[src/rtl/dcache_line_ctrl.sv]
module dcache_line_ctrl #(
  parameter int LINE_BYTES = 32,
  parameter int MAX_SINGLE = 8,
  localparam int LW = $clog2(LINE_BYTES + 1),
  localparam int SW = $clog2(MAX_SINGLE + 1)
) (
  input  logic          clk,
  input  logic          rst_n,
  input  logic          acc_valid,
  input  logic          acc_write,
  input  logic          acc_hit,
  input  logic [1:0]    acc_state,
  input  logic [SW-1:0] acc_bytes,
  input  logic          cache_en,
  input  logic          ken,
  input  logic          pwt,
  input  logic          wb_mode,
  input  logic          wr_alloc,
  output logic          busy,
  output logic          bus_req,
  output logic [1:0]    bus_act,
  output logic [LW-1:0] bus_bytes,
  input  logic          bus_done,
  output logic          done,
  output logic          cache_wr,
  output logic [1:0]    line_state
);
  localparam logic [1:0] ST_I = 2'b00, ST_S = 2'b01, ST_E = 2'b10, ST_M = 2'b11;
  localparam logic [1:0] A_NONE = 2'b00, A_RD = 2'b01, A_WR = 2'b10, A_FILL = 2'b11;

  typedef enum logic [1:0] {IDLE, XFER1, XFER2} phase_t;
  phase_t phase;

  logic [1:0]    act_q, nxt_q;
  logic          second_q, cwr_q;
  logic [SW-1:0] bytes_q;

  wire is_hit    = acc_hit && (acc_state != ST_I);
  wire writeback = !pwt && wb_mode;
  wire cacheable = cache_en && ken;
  wire accept    = acc_valid && (phase == IDLE);

  logic [1:0] d_act, d_nxt;
  logic       d_second, d_cwr;

  always_comb begin
    d_second = 1'b0;
    d_cwr    = 1'b0;
    if (!acc_write) begin
      if (is_hit) begin
        d_act = A_NONE; d_nxt = acc_state;
      end else if (cacheable) begin
        d_act = A_FILL; d_nxt = writeback ? ST_E : ST_S;
      end else begin
        d_act = A_RD;   d_nxt = ST_I;
      end
    end else if (is_hit) begin
      d_cwr = 1'b1;
      if (acc_state == ST_S) begin
        d_act = A_WR;   d_nxt = writeback ? ST_E : ST_S;
      end else begin
        d_act = A_NONE; d_nxt = ST_M;
      end
    end else if (wr_alloc) begin
      d_cwr = 1'b1;
      d_act = A_FILL;
      d_nxt = writeback ? ST_M : ST_S;
      d_second = !writeback;
    end else begin
      d_act = A_WR;     d_nxt = ST_I;
    end
  end

  always_ff @(posedge clk) begin
    if (!rst_n) begin
      phase      <= IDLE;
      act_q      <= A_NONE;
      nxt_q      <= ST_I;
      second_q   <= 1'b0;
      cwr_q      <= 1'b0;
      bytes_q    <= '0;
      done       <= 1'b0;
      line_state <= ST_I;
    end else begin
      done <= 1'b0;
      case (phase)
        IDLE: if (accept) begin
          act_q    <= d_act;
          nxt_q    <= d_nxt;
          second_q <= d_second;
          cwr_q    <= d_cwr;
          bytes_q  <= acc_bytes;
          if (d_act == A_NONE) begin
            done       <= 1'b1;
            line_state <= d_nxt;
          end else begin
            phase <= XFER1;
          end
        end
        XFER1: if (bus_done) begin
          if (second_q) begin
            phase <= XFER2;
          end else begin
            phase      <= IDLE;
            done       <= 1'b1;
            line_state <= nxt_q;
          end
        end
        XFER2: if (bus_done) begin
          phase      <= IDLE;
          done       <= 1'b1;
          line_state <= nxt_q;
        end
        default: phase <= IDLE;
      endcase
    end
  end

  assign busy      = (phase != IDLE);
  assign bus_req   = busy;
  assign bus_act   = (phase == XFER2) ? A_WR : (busy ? act_q : A_NONE);
  assign cache_wr  = done && cwr_q;
  assign bus_bytes = (bus_act == A_FILL) ? LW'(LINE_BYTES) : LW'(bytes_q);

  a_r1_read_hit_quiet: assert property (@(posedge clk) disable iff (!rst_n)
    (acc_valid && !busy && !acc_write && acc_hit && acc_state != ST_I)
      |=> (done && !bus_req && line_state == $past(acc_state)));

  a_r2_single_read_invalid: assert property (@(posedge clk) disable iff (!rst_n)
    (bus_req && bus_act == A_RD && bus_done) |=> (done && line_state == ST_I));

  a_r3_fill_length: assert property (@(posedge clk) disable iff (!rst_n)
    (bus_req && bus_act == A_FILL) |-> (bus_bytes == LW'(LINE_BYTES)));

  a_r10_single_length: assert property (@(posedge clk) disable iff (!rst_n)
    (bus_req && bus_act != A_FILL) |-> (bus_bytes != '0 && bus_bytes <= LW'(MAX_SINGLE)));

  a_r11_state_held: assert property (@(posedge clk) disable iff (!rst_n)
    (busy && !bus_done) |=> $stable(line_state));

  a_r11_req_stable: assert property (@(posedge clk) disable iff (!rst_n)
    (bus_req && !bus_done) |=> (bus_req && $stable(bus_act)));

  a_r12_done_single: assert property (@(posedge clk) disable iff (!rst_n)
    done |=> !done);
endmodule

[config.mk]
export PLATFORM = sky130hd
export DESIGN_NAME = dcache_line_ctrl
export DESIGN_NICKNAME = d
export VERILOG_FILES = /design/src/rtl/dcache_line_ctrl.sv
export SDC_FILE = /design/constraint.sdc
export NUM_CORES = 1
export LEC_CHECK = 0
export BUFFER_PORTS_ARGS = -buffer_cell sky130_fd_sc_hd__buf_2
export CAP_MARGIN = 10
export CELL_PAD_IN_SITES_DETAIL_PLACEMENT = 0
export CELL_PAD_IN_SITES_GLOBAL_PLACEMENT = 1
export CORE_MARGIN = 2
export CORE_UTILIZATION = 31
export CTS_BUF_LIST = sky130_fd_sc_hd__clkbuf_16
export DETAILED_ROUTE_END_ITERATION = 8
export GPL_TIMING_DRIVEN = 0
export HOLD_SLACK_MARGIN = 0.02
export PLACE_DENSITY = 0.83
export SYNTH_ARGS = -nofsm -noshare
export SYNTH_HDL_FRONTEND = slang
export SYNTH_SLANG_ARGS = --single-unit
export TNS_END_PERCENT = 30
[constraint.sdc]
create_clock -name clk -period 1.44 [get_ports clk]
set_input_delay 0.144 -clock clk [delete_from_list [all_inputs] [get_ports clk]]
set_output_delay 0.144 -clock clk [all_outputs]
set_load 0.005 [all_outputs]
==> flow_metrics.py <==
metrics = {
    "flow_run": {
        "max_cap_viol_count": 0,
    },
    "clock_network": {
        "clock_insertion_delay_worst_skew_ps": 250,
        "cts_tree": "built",
        "clockRootBuffer": "clkbuf_16",
        "cts_made_buffers": 3,
        "cts-htree-levels": 1,
        "clk_pin_slew_worst_paths_ps": 50,
        "cts_post_setup_buffers_inserted": 0,
        "cts_num_sinks": 15,
        "cts_hold_buf": 0,
        "max-clock-path-buffers": 2,
    },
    "synthesis": {
        "post_synth_instance_area_sq_um": 923,
        "number_of_synthesized_flops_with_an_enable_pin": 0,
        "synth_flop_type": "dfxtp_1",
        "synth.top_cell.area_share_pct": 32.5,
        "netlist-cell-type-count": 37,
        "post-synth-top-count-cell": "nand2_1",
        "ys_ff_latch": 15,
        "yosys_warnings": 0,
        "postSynthAreaPerCell_sq_um": 8.03,
        "syn_inst": 115,
        "main_area_contributors_after_synthesis": "dfxtp_1 (33%), ha_1 (6.8%), nand2_1 (6.5%)",
        "syn-num-nets": 137,
        "seq_area_frac_synth_pct": 32.5,
        "ys_async_sr_fraction_pct": 0,
        "synth_top_cells_by_count": "nand2_1 (16), dfxtp_1 (15), a21oi_1 (11)",
        "synth_largest_area_cell": "dfxtp_1",
    },
    "timing": {
        "fmax_mhz": 664,
        "final.setup.tns_ps": -107,
        "timing.final.setup_violations": 2,
        "fin_worst_skew_ps": 2.15,
        "layout_setup_ws_ps": -66.7,
        "period_share_pct": 105,
        "drv_slew": 0,
        "finalHoldViolations": 0,
        "post_route_minimum_period_ps": 1510,
        "final.hold.worst_slack_ps": 137,
        "rsz0062_at_grt": "true",
    },
    "critical_path": {
        "critical_path_class": "register to register",
        "critPathMaxStageDelay_ps": 440,
        "worst-endpoint-arrival_ps": 1620,
        "worst-r2r-cell-count": 6,
        "r2r_slack_ps": -70,
        "path_buf_inv": 1,
        "crit_chain": "inv_4, ha_4, nor2_4, o22ai_4, a2111oi_2, a221oi_2",
        "setup.worst_path.start_class": "register",
        "capturing_element_type_of_the_critical_path": "register",
        "crit_fanout": 7,
        "critical-path-slowest-cell": "a2111oi_2",
        "worst_path_dominant_cell_family": "compound AO/OA/AOI/OAI gates",
        "rr_endpoint": "line_state[0]$_SDFFE_PN0P_",
        "required_time_of_the_critical_path_ps": 1550,
        "critical_path.reg2reg.startpoint": "phase[0]$_SDFFE_PN0P_",
    },
    "worst_hold_path": {
        "timing.hold.worst.class": "primary input to register",
        "hp-start": "acc_bytes[0]",
        "worst_hold_path.num_cells": 3,
        "hold-path-endpoint": "bytes_q[0]$_SDFFE_PN0P_",
    },
    "pwr": {
        "pwr_density_cell_mw_per_mm2": 1080,
        "vdd_drop_max_v": 0.000531,
        "leakage_nw": 0.574,
    },
    "route": {
        "vias": 913,
        "antenna_left": 0,
        "drt-initial-drc-count": 19,
        "viasPerCell": 5.16,
        "drt_pass1_iterations": 4,
        "drcViolationCount": 0,
        "wirelength_um": 2330,
        "avgRoutedWirePerCell_um": 13.2,
    },
    "status": {
        "outcome": "finished, violations left",
        "violated_checks": "setup timing",
    },
    "place": {
        "gp_routability_congestion": 0.834,
        "placement.io_buffers": 27,
        "pre_cts_worst_setup_slack_ps": -161,
        "hpwlAfterDp_um": 1770,
        "placed_inst_area_sq_mm": 0.00112,
    },
    "floorplanning": {
        "core_area_sq_mm": 0.00278,
        "dieHeight_um": 58.6,
        "floorplan.io_pins": 31,
        "fp.dieArea_sq_mm": 0.00343,
        "row_count": 19,
        "starting_density_of_the_core_pct": 33.2,
        "floorplan.die.width_um": 58.6,
    },
    "global_route": {
        "total_congestion_overflow_after_global_routing": 0,
        "gr-usage-all-layers_pct": 14.3,
        "grt_pass1_wl_um": 3770,
        "grt_pass1_vias": 881,
        "grt_antenna_before_repair": 0,
        "pin_count_of_the_biggest_net_entering_global_routing": 11,
    },
    "cells_and_area": {
        "fin_area_sq_mm": 0.00126,
        "area_growth_pct": 36.7,
        "nets": 169,
        "post_route_cells_drive_above_1_share_pct": 37.0,
        "layout.filler_cells": 279,
        "antenna_cells": 0,
    },
}
==> worst reg2reg max path, delay by kind of cell, from the launching register on <==
kind            cells  cell delay [ps]
buf+inv             1               60
flops               1              400
fa+ha+maj           1              170
compound gates      3              630
simple gates        1              120
==> cell families after synthesis <==
logic type,share of synthesized area (%)
compound gates,26.7
fa+ha+maj,6.78
buf+inv,6.77
flops,32.5
other cells,0.406
simple gates,26.8
==> per-stage QoR <==
| step | power, W | utilization (%) | instances |
|---|---|---|---|
| after CTS | 0.00133 | 43.3 | 177 |
| final | 0.00136 | 45.4 | 177 |
| after floorplan | 0.000679 | - | 115 |
| after global placement | 0.000776 | 40.3 | 173 |
| after global routing | 0.00143 | 45.4 | 177 |
| after detailed placement | 0.000783 | 40.3 | 173 |
==> cell type report <==
class | instances | area (sq um) | area share [%]
plain buffers | 7 | 38.8 | 3.07
clock buffers | 3 | 75.1 | 5.95
clock inverters | 1 | 5.00 | 0.396
inverters | 7 | 28.8 | 2.28
multi-input cells | 86 | 633 | 50.1
flip-flops and latches | 15 | 308 | 24.4
well taps | 31 | 38.8 | 3.07
repair buffers | 27 | 135 | 10.7
==> cell usage in the layout, fill, tap and decap left out, types with 2 or more instances in the layout <==
master     instances
buf_2             30
nand2_1           16
dfxtp_1           13
a21oi_1           11
and2_1             7
o21ai_0            5
nor2_1             5
inv_1              4
a211o_1            4
nor3_1             4
ha_4               3
clkbuf_16          3
inv_2              2
nand2b_1           2
nor2b_1            2
a2111oi_1          2
a22oi_1            2
ha_1               2
buf_4              2
dfxtp_4            2
==> per-layer routing <==
layer  share of wire, %  up-vias  track usage (%)
li1                   -      462                -
met1                 43      421             16.9
met2                 51       24             24.2
met3                2.7        6             1.76
met4                3.0        0             9.09
met5                  0        -                0
==> what timing repair did <==
item                       in CTS  in global routing
pin swaps                       0                  5
setup endpoints to repair      14                 14
resized for setup               3                 14
==> report_power, final <==
group,internal (W),switching (W)
Clock,0.000371,0.000176
Sequential,0.000451,0.0000261
Combinational,0.000161,0.000176
Total,0.000983,0.000378
==> worst max path at each step <==
stage,from,endpoint,cells after the start
3_3_place_gp,phase[1]$_SDFFE_PN0P_,line_state[0]$_SDFFE_PN0P_,6
3_5_place_dp,phase[0]$_SDFFE_PN0P_,line_state[0]$_SDFFE_PN0P_,6
2_1_floorplan,phase[0]$_SDFFE_PN0P_,line_state[0]$_SDFFE_PN0P_,6
4_1_cts,phase[0]$_SDFFE_PN0P_,line_state[0]$_SDFFE_PN0P_,6
5_1_grt,phase[0]$_SDFFE_PN0P_,line_state[0]$_SDFFE_PN0P_,6
6_report,phase[0]$_SDFFE_PN0P_,line_state[0]$_SDFFE_PN0P_,6
==> sequential cells by signal, summed over array words and instances, names as in the netlist <==
name / count
done: 1
second_q: 1
bytes_q: 4
act_q: 2
phase: 2
cwr_q: 1
line_state: 2
nxt_q: 2
No activity file was read; power rests on OpenSTA's default activity.
